**src/rtl/irq_status_pkg.sv**
```systemverilog
package irq_status_pkg;
  localparam int NUM_SRC = 12;
  localparam int ADDR_W  = 5;
  localparam int DATA_W  = 16;
  localparam int CODE_W  = 8;

  localparam int IDX_ABORT = 4;
  localparam int IDX_RXLVL = 10;
  localparam int IDX_TXLVL = 11;
  localparam logic [NUM_SRC-1:0] LEVEL_MASK  =
    (NUM_SRC'(1) << IDX_RXLVL) | (NUM_SRC'(1) << IDX_TXLVL);
  localparam logic [NUM_SRC-1:0] STICKY_MASK = ~LEVEL_MASK;

  localparam logic [ADDR_W-1:0] A_RAW      = ADDR_W'(0);
  localparam logic [ADDR_W-1:0] A_MASKED   = ADDR_W'(1);
  localparam logic [ADDR_W-1:0] A_MASK     = ADDR_W'(2);
  localparam logic [ADDR_W-1:0] A_CODE     = ADDR_W'(3);
  localparam logic [ADDR_W-1:0] A_CLRALL   = ADDR_W'(4);
  localparam logic [ADDR_W-1:0] A_CLRBASE  = ADDR_W'(8);

  typedef enum logic [2:0] {
    SEL_NONE, SEL_RAW, SEL_MASKED, SEL_MASK, SEL_CODE, SEL_CLRALL, SEL_CLRONE
  } rdSel_e;

  typedef struct packed {
    logic [NUM_SRC-1:0] clrVec;
    logic               clrAll;
    rdSel_e             sel;
  } strobe_t;
endpackage

```
**src/rtl/irq_status_ctrl.sv**
```systemverilog
module irq_status_ctrl
  import irq_status_pkg::*;
(
  input  logic              rdEn,
  input  logic [ADDR_W-1:0] rdAddr,
  output strobe_t           strb
);
  logic [ADDR_W-1:0] clrIdx;
  logic              inClrRange;

  assign clrIdx     = rdAddr - A_CLRBASE;
  assign inClrRange = (rdAddr >= A_CLRBASE) &&
                      ({1'b0, rdAddr} < ({1'b0, A_CLRBASE} + (ADDR_W+1)'(NUM_SRC)));

  always_comb begin
    strb = '{clrVec: '0, clrAll: 1'b0, sel: SEL_NONE};
    if (rdEn) begin
      unique case (rdAddr)
        A_RAW:    strb.sel = SEL_RAW;
        A_MASKED: strb.sel = SEL_MASKED;
        A_MASK:   strb.sel = SEL_MASK;
        A_CODE:   strb.sel = SEL_CODE;
        A_CLRALL: begin
          strb.sel    = SEL_CLRALL;
          strb.clrAll = 1'b1;
        end
        default: begin
          if (inClrRange) begin
            strb.sel    = SEL_CLRONE;
            strb.clrVec = (NUM_SRC'(1) << clrIdx) & STICKY_MASK;
          end
        end
      endcase
    end
  end
endmodule

```
**src/rtl/irq_status_datapath.sv**
```systemverilog
module irq_status_datapath
  import irq_status_pkg::*;
(
  input  logic               clk,
  input  logic               rstN,
  input  logic               ctrlEnable,
  input  logic [NUM_SRC-1:0] evtPulse,
  input  logic               rxAtThresh,
  input  logic               txAtThresh,
  input  logic [CODE_W-1:0]  abortCode,
  input  logic               maskWr,
  input  logic [NUM_SRC-1:0] maskWdata,
  input  strobe_t            strb,
  output logic [DATA_W-1:0]  rdData,
  output logic [NUM_SRC-1:0] rawStatus,
  output logic [NUM_SRC-1:0] maskReg,
  output logic [CODE_W-1:0]  abortReg,
  output logic               irqOut
);
  logic [NUM_SRC-1:0] stickyReg, levelReg, clrNow, stickyNext, evtSticky;
  logic [NUM_SRC-1:0] levelNext;
  logic [DATA_W-1:0]  rdNext;

  assign evtSticky = evtPulse & STICKY_MASK;
  assign clrNow    = strb.clrAll ? STICKY_MASK : strb.clrVec;
  assign stickyNext = ctrlEnable ? ((stickyReg & ~clrNow) | evtSticky) : '0;

  always_comb begin
    levelNext = '0;
    levelNext[IDX_RXLVL] = rxAtThresh;
    levelNext[IDX_TXLVL] = txAtThresh;
  end

  assign rawStatus = stickyReg | levelReg;
  assign irqOut    = |(rawStatus & maskReg);

  always_comb begin
    unique case (strb.sel)
      SEL_RAW:    rdNext = DATA_W'(rawStatus);
      SEL_MASKED: rdNext = DATA_W'(rawStatus & maskReg);
      SEL_MASK:   rdNext = DATA_W'(maskReg);
      SEL_CODE:   rdNext = DATA_W'(abortReg);
      SEL_CLRALL: rdNext = DATA_W'(|stickyReg);
      SEL_CLRONE: rdNext = DATA_W'(|(stickyReg & strb.clrVec));
      default:    rdNext = '0;
    endcase
  end

  always_ff @(posedge clk or negedge rstN) begin
    if (!rstN) begin
      stickyReg <= '0;
      levelReg  <= '0;
      maskReg   <= '0;
      abortReg  <= '0;
      rdData    <= '0;
    end else begin
      stickyReg <= stickyNext;
      levelReg  <= levelNext;
      rdData    <= rdNext;
      if (maskWr) maskReg <= maskWdata;
      if (!ctrlEnable)             abortReg <= '0;
      else if (evtPulse[IDX_ABORT]) abortReg <= abortCode;
      else if (clrNow[IDX_ABORT])   abortReg <= '0;
    end
  end
endmodule

```
**src/rtl/irq_status_unit.sv**
```systemverilog
module irq_status_unit
  import irq_status_pkg::*;
(
  input  logic               clk,
  input  logic               rstN,
  input  logic               ctrlEnable,
  input  logic [NUM_SRC-1:0] evtPulse,
  input  logic               rxAtThresh,
  input  logic               txAtThresh,
  input  logic [CODE_W-1:0]  abortCode,
  input  logic               maskWr,
  input  logic [NUM_SRC-1:0] maskWdata,
  input  logic               rdEn,
  input  logic [ADDR_W-1:0]  rdAddr,
  output logic [DATA_W-1:0]  rdData,
  output logic               irqOut
);
  strobe_t            strb;
  logic [NUM_SRC-1:0] rawStatus, maskReg;
  logic [CODE_W-1:0]  abortReg;

  irq_status_ctrl u_ctrl (
    .rdEn   (rdEn),
    .rdAddr (rdAddr),
    .strb   (strb)
  );

  irq_status_datapath u_dp (
    .clk        (clk),
    .rstN       (rstN),
    .ctrlEnable (ctrlEnable),
    .evtPulse   (evtPulse),
    .rxAtThresh (rxAtThresh),
    .txAtThresh (txAtThresh),
    .abortCode  (abortCode),
    .maskWr     (maskWr),
    .maskWdata  (maskWdata),
    .strb       (strb),
    .rdData     (rdData),
    .rawStatus  (rawStatus),
    .maskReg    (maskReg),
    .abortReg   (abortReg),
    .irqOut     (irqOut)
  );
endmodule

```
**config.mk**
```make
export PLATFORM = sky130hd
export DESIGN_NAME = irq_status_unit
export DESIGN_NICKNAME = d
export VERILOG_FILES = /design/src/rtl/irq_status_pkg.sv /design/src/rtl/irq_status_ctrl.sv /design/src/rtl/irq_status_datapath.sv /design/src/rtl/irq_status_unit.sv
export SDC_FILE = /design/constraint.sdc
export NUM_CORES = 1
export LEC_CHECK = 0
export BUFFER_PORTS_ARGS = -buffer_cell sky130_fd_sc_hd__buf_2
export CAP_MARGIN = 20
export CORE_ASPECT_RATIO = 0.6
export CORE_UTILIZATION = 50
export DETAILED_ROUTE_END_ITERATION = 10
export HOLD_SLACK_MARGIN = 0.06
export PLACE_DENSITY = 0.77
export SLEW_MARGIN = 25
export SYNTH_ARGS = -nofsm -noshare
export SYNTH_HDL_FRONTEND = slang
export SYNTH_SLANG_ARGS = --single-unit
```
**constraint.sdc**
```tcl
create_clock -name clk -period 2.05 [get_ports clk]
set_input_delay 0 -clock clk [delete_from_list [all_inputs] [get_ports clk]]
set_output_delay 0 -clock clk [all_outputs]
set_load 0.005 [all_outputs]
```
==> impl_metrics.env, run 1 <==
export IMPL_hold_viol_final=0
export IMPL_finalNetCount=344
export IMPL_fin_skew_ps=7.389
export IMPL_num_rows=18
export IMPL_ys_warn_count=0
export IMPL_start_kind="input pin"
export IMPL_async_flop_share_pct=100.0
export IMPL_place_area_sq_um=2584
export IMPL_portBuffers=54
export IMPL_path_cells="buf_2 > inv_1 > ha_1 > nor3b_2 > nand4b_1 > o211a_1 > o21a_1 > dlygate4sd3_1"
export IMPL_route_vias_total=2006
export IMPL_dp_cells=309
export IMPL_syn2layout_area_growth_pct=36.73
export IMPL_synth_ff_type="dfrtp_1"
export IMPL_synth_edf_count=0
export IMPL_grt_overflow=0
export IMPL_ys_seq_elements=44
export IMPL_setup_violations=0
export IMPL_ir_drop_uv=385.0
export IMPL_max_cap_viol_count=0
export IMPL_seq_area_frac_synth_pct=48.67
export IMPL_crit_required_ps=2240
export IMPL_cts_buffers=5
export IMPL_slew_violations=0
export IMPL_finalCriticalPeriod_ps=1923
export IMPL_status="completed"
export IMPL_grt_pass1_wl_mm=9.142
export IMPL_end_kind="register"
export IMPL_drt_iter0_drc=123
export IMPL_cpPeakStageDelay_ps=550
export IMPL_cp_num_buf_inv=3
export IMPL_gp_congestion=0.8469
export IMPL_crit_arrival_ps=2120
export IMPL_cts_root_buf="clkbuf_8"
export IMPL_clk_pin_slew_ps=80
export IMPL_cts_num_sinks=44
export IMPL_crit_family="buffers and inverters"
export IMPL_wire_per_inst_um=16.08
export IMPL_drc=0
export IMPL_finish_instance_area_sq_um=3093
export IMPL_grt_start_max_net_pins=25
export IMPL_syn_inst=202
export IMPL_coreArea_sq_um=4212
export IMPL_hp_class="input pin to register"
export IMPL_drive_above_1_share_pct=27.85
export IMPL_die_height_um=54.10
export IMPL_grt_use_total_pct=27.06
export IMPL_synth_distinct_cells=40
export IMPL_design_die_area_sq_um=4806
export IMPL_cts_tree="yes"
export IMPL_power_w=0.001880
export IMPL_antenna_found_initial=0
export IMPL_layout_cells_non_filler=358
export IMPL_synth_area_sq_um=2262
export IMPL_critPathSlowestCell="dlygate4sd3_1"
export IMPL_cts_path_max_buffers=2
export IMPL_die_w_um=88.84
export IMPL_clock_latency_ps=300
export IMPL_tns_ps=0
export IMPL_rsz0062_at_grt="false"
export IMPL_diodes=0
export IMPL_h_tree_depth=2
export IMPL_path_class="input pin to register"
export IMPL_power_leakage_nw=1.465
export IMPL_via_per_inst=5.603
export IMPL_io_pins=61
export IMPL_fmax_ghz=0.5201
export IMPL_period_share_pct=93.79
export IMPL_finalWirelength_mm=5.755
export IMPL_postCtsSetupBuffers=0
export IMPL_drt_pass1_iter_count=4
export IMPL_syn_mean_instance_area_sq_um=11.20
export IMPL_cp_max_fo=8
export IMPL_powerDensity_nw_per_um2=607.8
export IMPL_initial_utilization_pct=53.71
export IMPL_grt_pass1_vias=1837
export IMPL_antenna_left=0
export IMPL_fillers=307
export IMPL_dp_hpwl_mm=3.735
## timing repair
action	in CTS	in global routing
resized for setup	0	1
hold endpoints to repair	51	0
endpoints found under the setup margin	0	2
hold buffers	41	0
## registers in the layout, summed over array words and instances (netlist names)
register and cells:
u_dp.maskReg 12, u_dp.stickyReg 10, u_dp.abortReg 8, u_dp.levelReg 2, u_dp.rdData 12
## path summary, 6_finish.rpt
| check | start | end | slack, ps | depth (start not counted) |
|---|---|---|---|---|
| max | rdAddr[3] | u_dp.stickyReg[3] | 130 | 8 |
| min | ctrlEnable | u_dp.stickyReg[0] | 80 | 2 |
| max reg2reg | u_dp.stickyReg[6] | u_dp.rdData[0] | 400 | 4 |
| min reg2reg | u_dp.maskReg[9] | u_dp.maskReg[9] | 550 | 1 |
| max in group asynchronous | rstN | u_dp.rdData[8] | 1200 | 3 |
| min in group asynchronous | rstN | u_dp.abortReg[0] | 190 | 2 |
## kinds of logic (layout without fill, tap and decap cells)
| family | after synthesis | count (layout) | synth area share (%) |
|---|---|---|---|
| buf+inv | 20 | 113 | 4.203 |
| mux | 27 | 27 | 13.22 |
| flops | 44 | 44 | 48.67 |
| simple gates | 57 | 57 | 14.33 |
| fa+ha+maj | 3 | 3 | 1.659 |
| other cells | 1 | 4 | 0.1658 |
| compound gates | 50 | 50 | 17.76 |
## power breakdown
group          internal (W)  switching, W
sequential         0.000919     0.0000589
combinational      0.000194      0.000143
clock              0.000274      0.000291
total               0.00139      0.000493
## final cells by class
| cell class | instances | area (sq um) | area share (%) |
|---|---|---|---|
| clock inverters | 1 | 7.507 | 0.2427 |
| well taps | 60 | 75.07 | 2.427 |
| flip-flops and latches | 44 | 1101 | 35.60 |
| inverters | 4 | 15.01 | 0.4854 |
| multi-input cells | 141 | 1082 | 34.99 |
| repair buffers | 101 | 725.7 | 23.46 |
| clock buffers | 7 | 86.33 | 2.791 |
## cells in the final DEF (no fill, tap or decap), drive strengths merged, types with 3 or more instances in the layout
master and n:
o21a 9, nand4b 9, conb 4, nor2 10, inv 4, mux2 13, o211a 7, clkbuf 7
a211oi 5, buf 60, dfrtp 44, a21boi 8, nand3 3, o22ai 6, ha 3, dlygate4sd3 41
o22a 4, nor3b 3, mux2i 13, nand2 18
## metal layers
metal  global-route usage [%]  wire [um]
met1                    37.89       2675
met2                    41.54       2544
met3                    6.748        464
met4                    8.871         70
met5                        0          0
## per-stage QoR
step | hold slack (ps) | setup slack [ps] | util, %
final | 78.70 | 127.3 | 73.44
after CTS | 62.22 | 65.05 | 73.32
after global routing | 88.41 | 49.55 | 73.44
after floorplan | -295.6 | 517.3 | -
after detailed placement | -19.58 | 224.6 | 61.35
after global placement | -15.73 | 225.5 | 61.35
## synth_stat cells, types with 2 or more instances
master     n  area share, %
nand2b_1   2           0.55
nand4_1    2           0.55
ha_1       3            1.7
nor2_1    10            1.7
a221oi_1   2           0.77
inv_1      4           0.66
nand2_1   18            3.0
nor3b_1    3            1.0
a211oi_1   5            1.7
o22ai_1    6            1.7
buf_1      2           0.33
o21a_1     9            3.0
a31oi_1    2           0.55
buf_4      4            1.3
nor4_1     2           0.55
o211a_1    7            3.1
o311a_1    2           0.88
nand3_1    3           0.66
nand4b_1   9            3.5
mux2_2    13            6.5
dfrtp_1   44             49
mux2i_1   13            5.8
o221ai_1   2           0.77
a21boi_0   8            2.7
o22a_1     4            1.5
clkbuf_1   6            1.0
buf_2      4           0.88
No activity file was read; power rests on OpenSTA's default activity.
==> inputs of run 2 (changes only) <==
--- a/config.mk
+++ b/config.mk
@@ -7,7 +7,6 @@
 export LEC_CHECK = 0
 export BUFFER_PORTS_ARGS = -buffer_cell sky130_fd_sc_hd__buf_2
 export CAP_MARGIN = 20
-export CORE_ASPECT_RATIO = 0.6
 export CORE_UTILIZATION = 50
 export DETAILED_ROUTE_END_ITERATION = 10
 export HOLD_SLACK_MARGIN = 0.06
==> run 2 against run 1 <==
  * Global-route usage shrank 3.5 points
  * Critical path type is now register to register
  * Worst hold slack better by 3.7 ps
  * Largest cell class unchanged
  * Core utilization is 4.6 points lower
==> impl_metrics.env, run 2 (synthesis gave the netlist of run 1 again) <==
export IMPL_cts_tree="yes"
export IMPL_power_frac_seq_pct=52.5
export IMPL_coreArea_sq_um=4354
export IMPL_powerDensity_nw_per_um2=619.3
export IMPL_drc=0
export IMPL_top_regs="u_dp.maskReg: 12 flops, u_dp.rdData: 12 flops, u_dp.stickyReg: 10 flops"
export IMPL_grt_pass1_wl_mm=8.832
export IMPL_cts_buffers=5
export IMPL_start_kind="register"
export IMPL_drt_pass1_iter_count=4
export IMPL_end_kind="register"
export IMPL_ir_drop_uv=496.5
export IMPL_holdWs_ps=82.44
export IMPL_die_height_um=69.27
export IMPL_dp_hpwl_mm=3.504
export IMPL_cts_num_sinks=44
export IMPL_cpPeakStageDelay_ps=480
export IMPL_cp_num_buf_inv=1
export IMPL_crit_family="multiplexers"
export IMPL_hold_path_end="u_dp.abortReg[1]"
export IMPL_route_vias_total=1940
export IMPL_rrSetupSlack_ps=410
export IMPL_path_class="register to register"
export IMPL_finalWirelength_mm=5.401
export IMPL_fillers=329
export IMPL_drt_iter0_drc=177
export IMPL_switching_power_w=0.0004799
export IMPL_r2r_start="u_dp.stickyReg[7]"
export IMPL_diodes=0
export IMPL_setup_violations=0
export IMPL_num_rows=24
export IMPL_slew_violations=0
export IMPL_initial_utilization_pct=51.95
export IMPL_tns_ps=0
export IMPL_crit_arrival_ps=1810
export IMPL_max_cap_viol_count=0
export IMPL_grt_start_max_net_pins=29
export IMPL_pwr_share_clk_pct=30.1
export IMPL_cp_max_fo=5
export IMPL_finalNetCount=336
export IMPL_design_die_area_sq_um=4798
export IMPL_antenna_found_initial=0
export IMPL_use_met1_pct=31.26
export IMPL_period_share_pct=79.99
export IMPL_grt_use_met3_pct=5.523
export IMPL_hp_class="input pin to register"
export IMPL_dp_cells=302
export IMPL_h_tree_depth=2
export IMPL_hp_start="evtPulse[4]"
export IMPL_cts_root_buf="clkbuf_8"
export IMPL_finalCriticalPeriod_ps=1640
export IMPL_grt_overflow=0
export IMPL_power_leakage_nw=1.437
export IMPL_crit_required_ps=2220
export IMPL_p_comb_share_pct=17.4
export IMPL_ctsResizeCount=0
export IMPL_critPathSlowestCell="mux4_2"
export IMPL_cts_path_max_buffers=2
export IMPL_internal_power_w=0.001375
export IMPL_busiest_layer="met2"
export IMPL_hold_path_depth=3
export IMPL_wire_per_inst_um=15.79
export IMPL_hold_viol_final=0
export IMPL_status="completed"
export IMPL_drive_above_1_share_pct=28.62
export IMPL_r2r_cells=4
export IMPL_grt_pass1_vias=1853
export IMPL_clk_pin_slew_ps=80
export IMPL_crit_cells=4
export IMPL_path_cells="mux4_2 > inv_1 > o22ai_1 > or4b_1"
export IMPL_antenna_left=0
export IMPL_die_w_um=69.27
export IMPL_syn2layout_area_growth_pct=32.41
export IMPL_grt_use_total_pct=23.55
export IMPL_final_common_cell="buf_2"
export IMPL_use_met2_pct=38.83
export IMPL_fin_skew_ps=4.818
export IMPL_timing_rr_end="u_dp.rdData[0]"
export IMPL_gp_congestion=0.8965
export IMPL_rsz0062_at_grt="false"
export IMPL_postCtsSetupBuffers=0
export IMPL_layout_common_cells="buf_2 (54), dfrtp_1 (44), dlygate4sd3_1 (32)"
export IMPL_swShare_pct=25.87
export IMPL_portBuffers=54
export IMPL_clock_latency_ps=290
export IMPL_io_pins=61
export IMPL_fmax_ghz=0.6098
export IMPL_layout_cells_non_filler=342
export IMPL_via_per_inst=5.673
[run 2: worst max path at each step]
stage / startpoint / endpoint / slack (ps)
2_1_floorplan: u_dp.stickyReg[7] / u_dp.rdData[0] / 520
3_3_place_gp: rdAddr[3] / u_dp.stickyReg[0] / 390
3_5_place_dp: rdAddr[3] / u_dp.rdData[0] / 330
4_1_cts: u_dp.stickyReg[5] / u_dp.rdData[0] / 410
5_1_grt: u_dp.stickyReg[5] / u_dp.rdData[0] / 370
6_report: u_dp.stickyReg[7] / u_dp.rdData[0] / 410
[run 2: layer usage]
layer	wire (um)	part of all wire, %
met5	0	0
met4	70	1.3
met3	317	5.9
met2	2651	49
met1	2361	44
[run 2: metrics by stage]
step / total power, W / cell area [sq um] / util (%) / setup slack (ps)
2_1_floorplan: 0.001149 / 2273 / - / 517.3
3_3_place_gp: 0.001255 / 2581 / 59.28 / 386.9
3_5_place_dp: 0.001263 / 2581 / 59.28 / 326.5
4_1_cts: 0.001864 / 2995 / 68.79 / 410.4
5_1_grt: 0.001948 / 2995 / 68.79 / 374.1
6_report: 0.001855 / 2995 / 68.79 / 410.1
[run 2: timing repair]
item	4_1_cts	5_1_grt
hold endpoints to repair	47	0
endpoints found under the setup margin	0	0
hold buffers	32	0
[run 2: area by class of cell]
| type | count | area, sq um | area share (%) |
|---|---|---|---|
| clock inverters | 1 | 7.507 | 0.2506 |
| inverters | 4 | 15.01 | 0.5013 |
| clock buffers | 7 | 86.33 | 2.882 |
| well taps | 52 | 65.06 | 2.172 |
| repair buffers | 93 | 643.1 | 21.47 |
| flip-flops and latches | 44 | 1101 | 36.76 |
| multi-input cells | 141 | 1077 | 35.96 |
[run 2: worst reg2reg max path, stage by stage, from the launching register on]
cell and delay, ps:
dfrtp_1 430, mux4_2 480, inv_1 70, o22ai_1 60, or4b_1 480
[run 2: power by group through the flow]
stage               logic [W]  clock network (W)  registers (W)
finish               0.000323           0.000558       0.000974
CTS                  0.000320           0.000572       0.000972
global route         0.000355           0.000612       0.000982
detailed placement   0.000273                  0       0.000990
global placement     0.000268                  0       0.000987
floorplan            0.000178                  0       0.000971
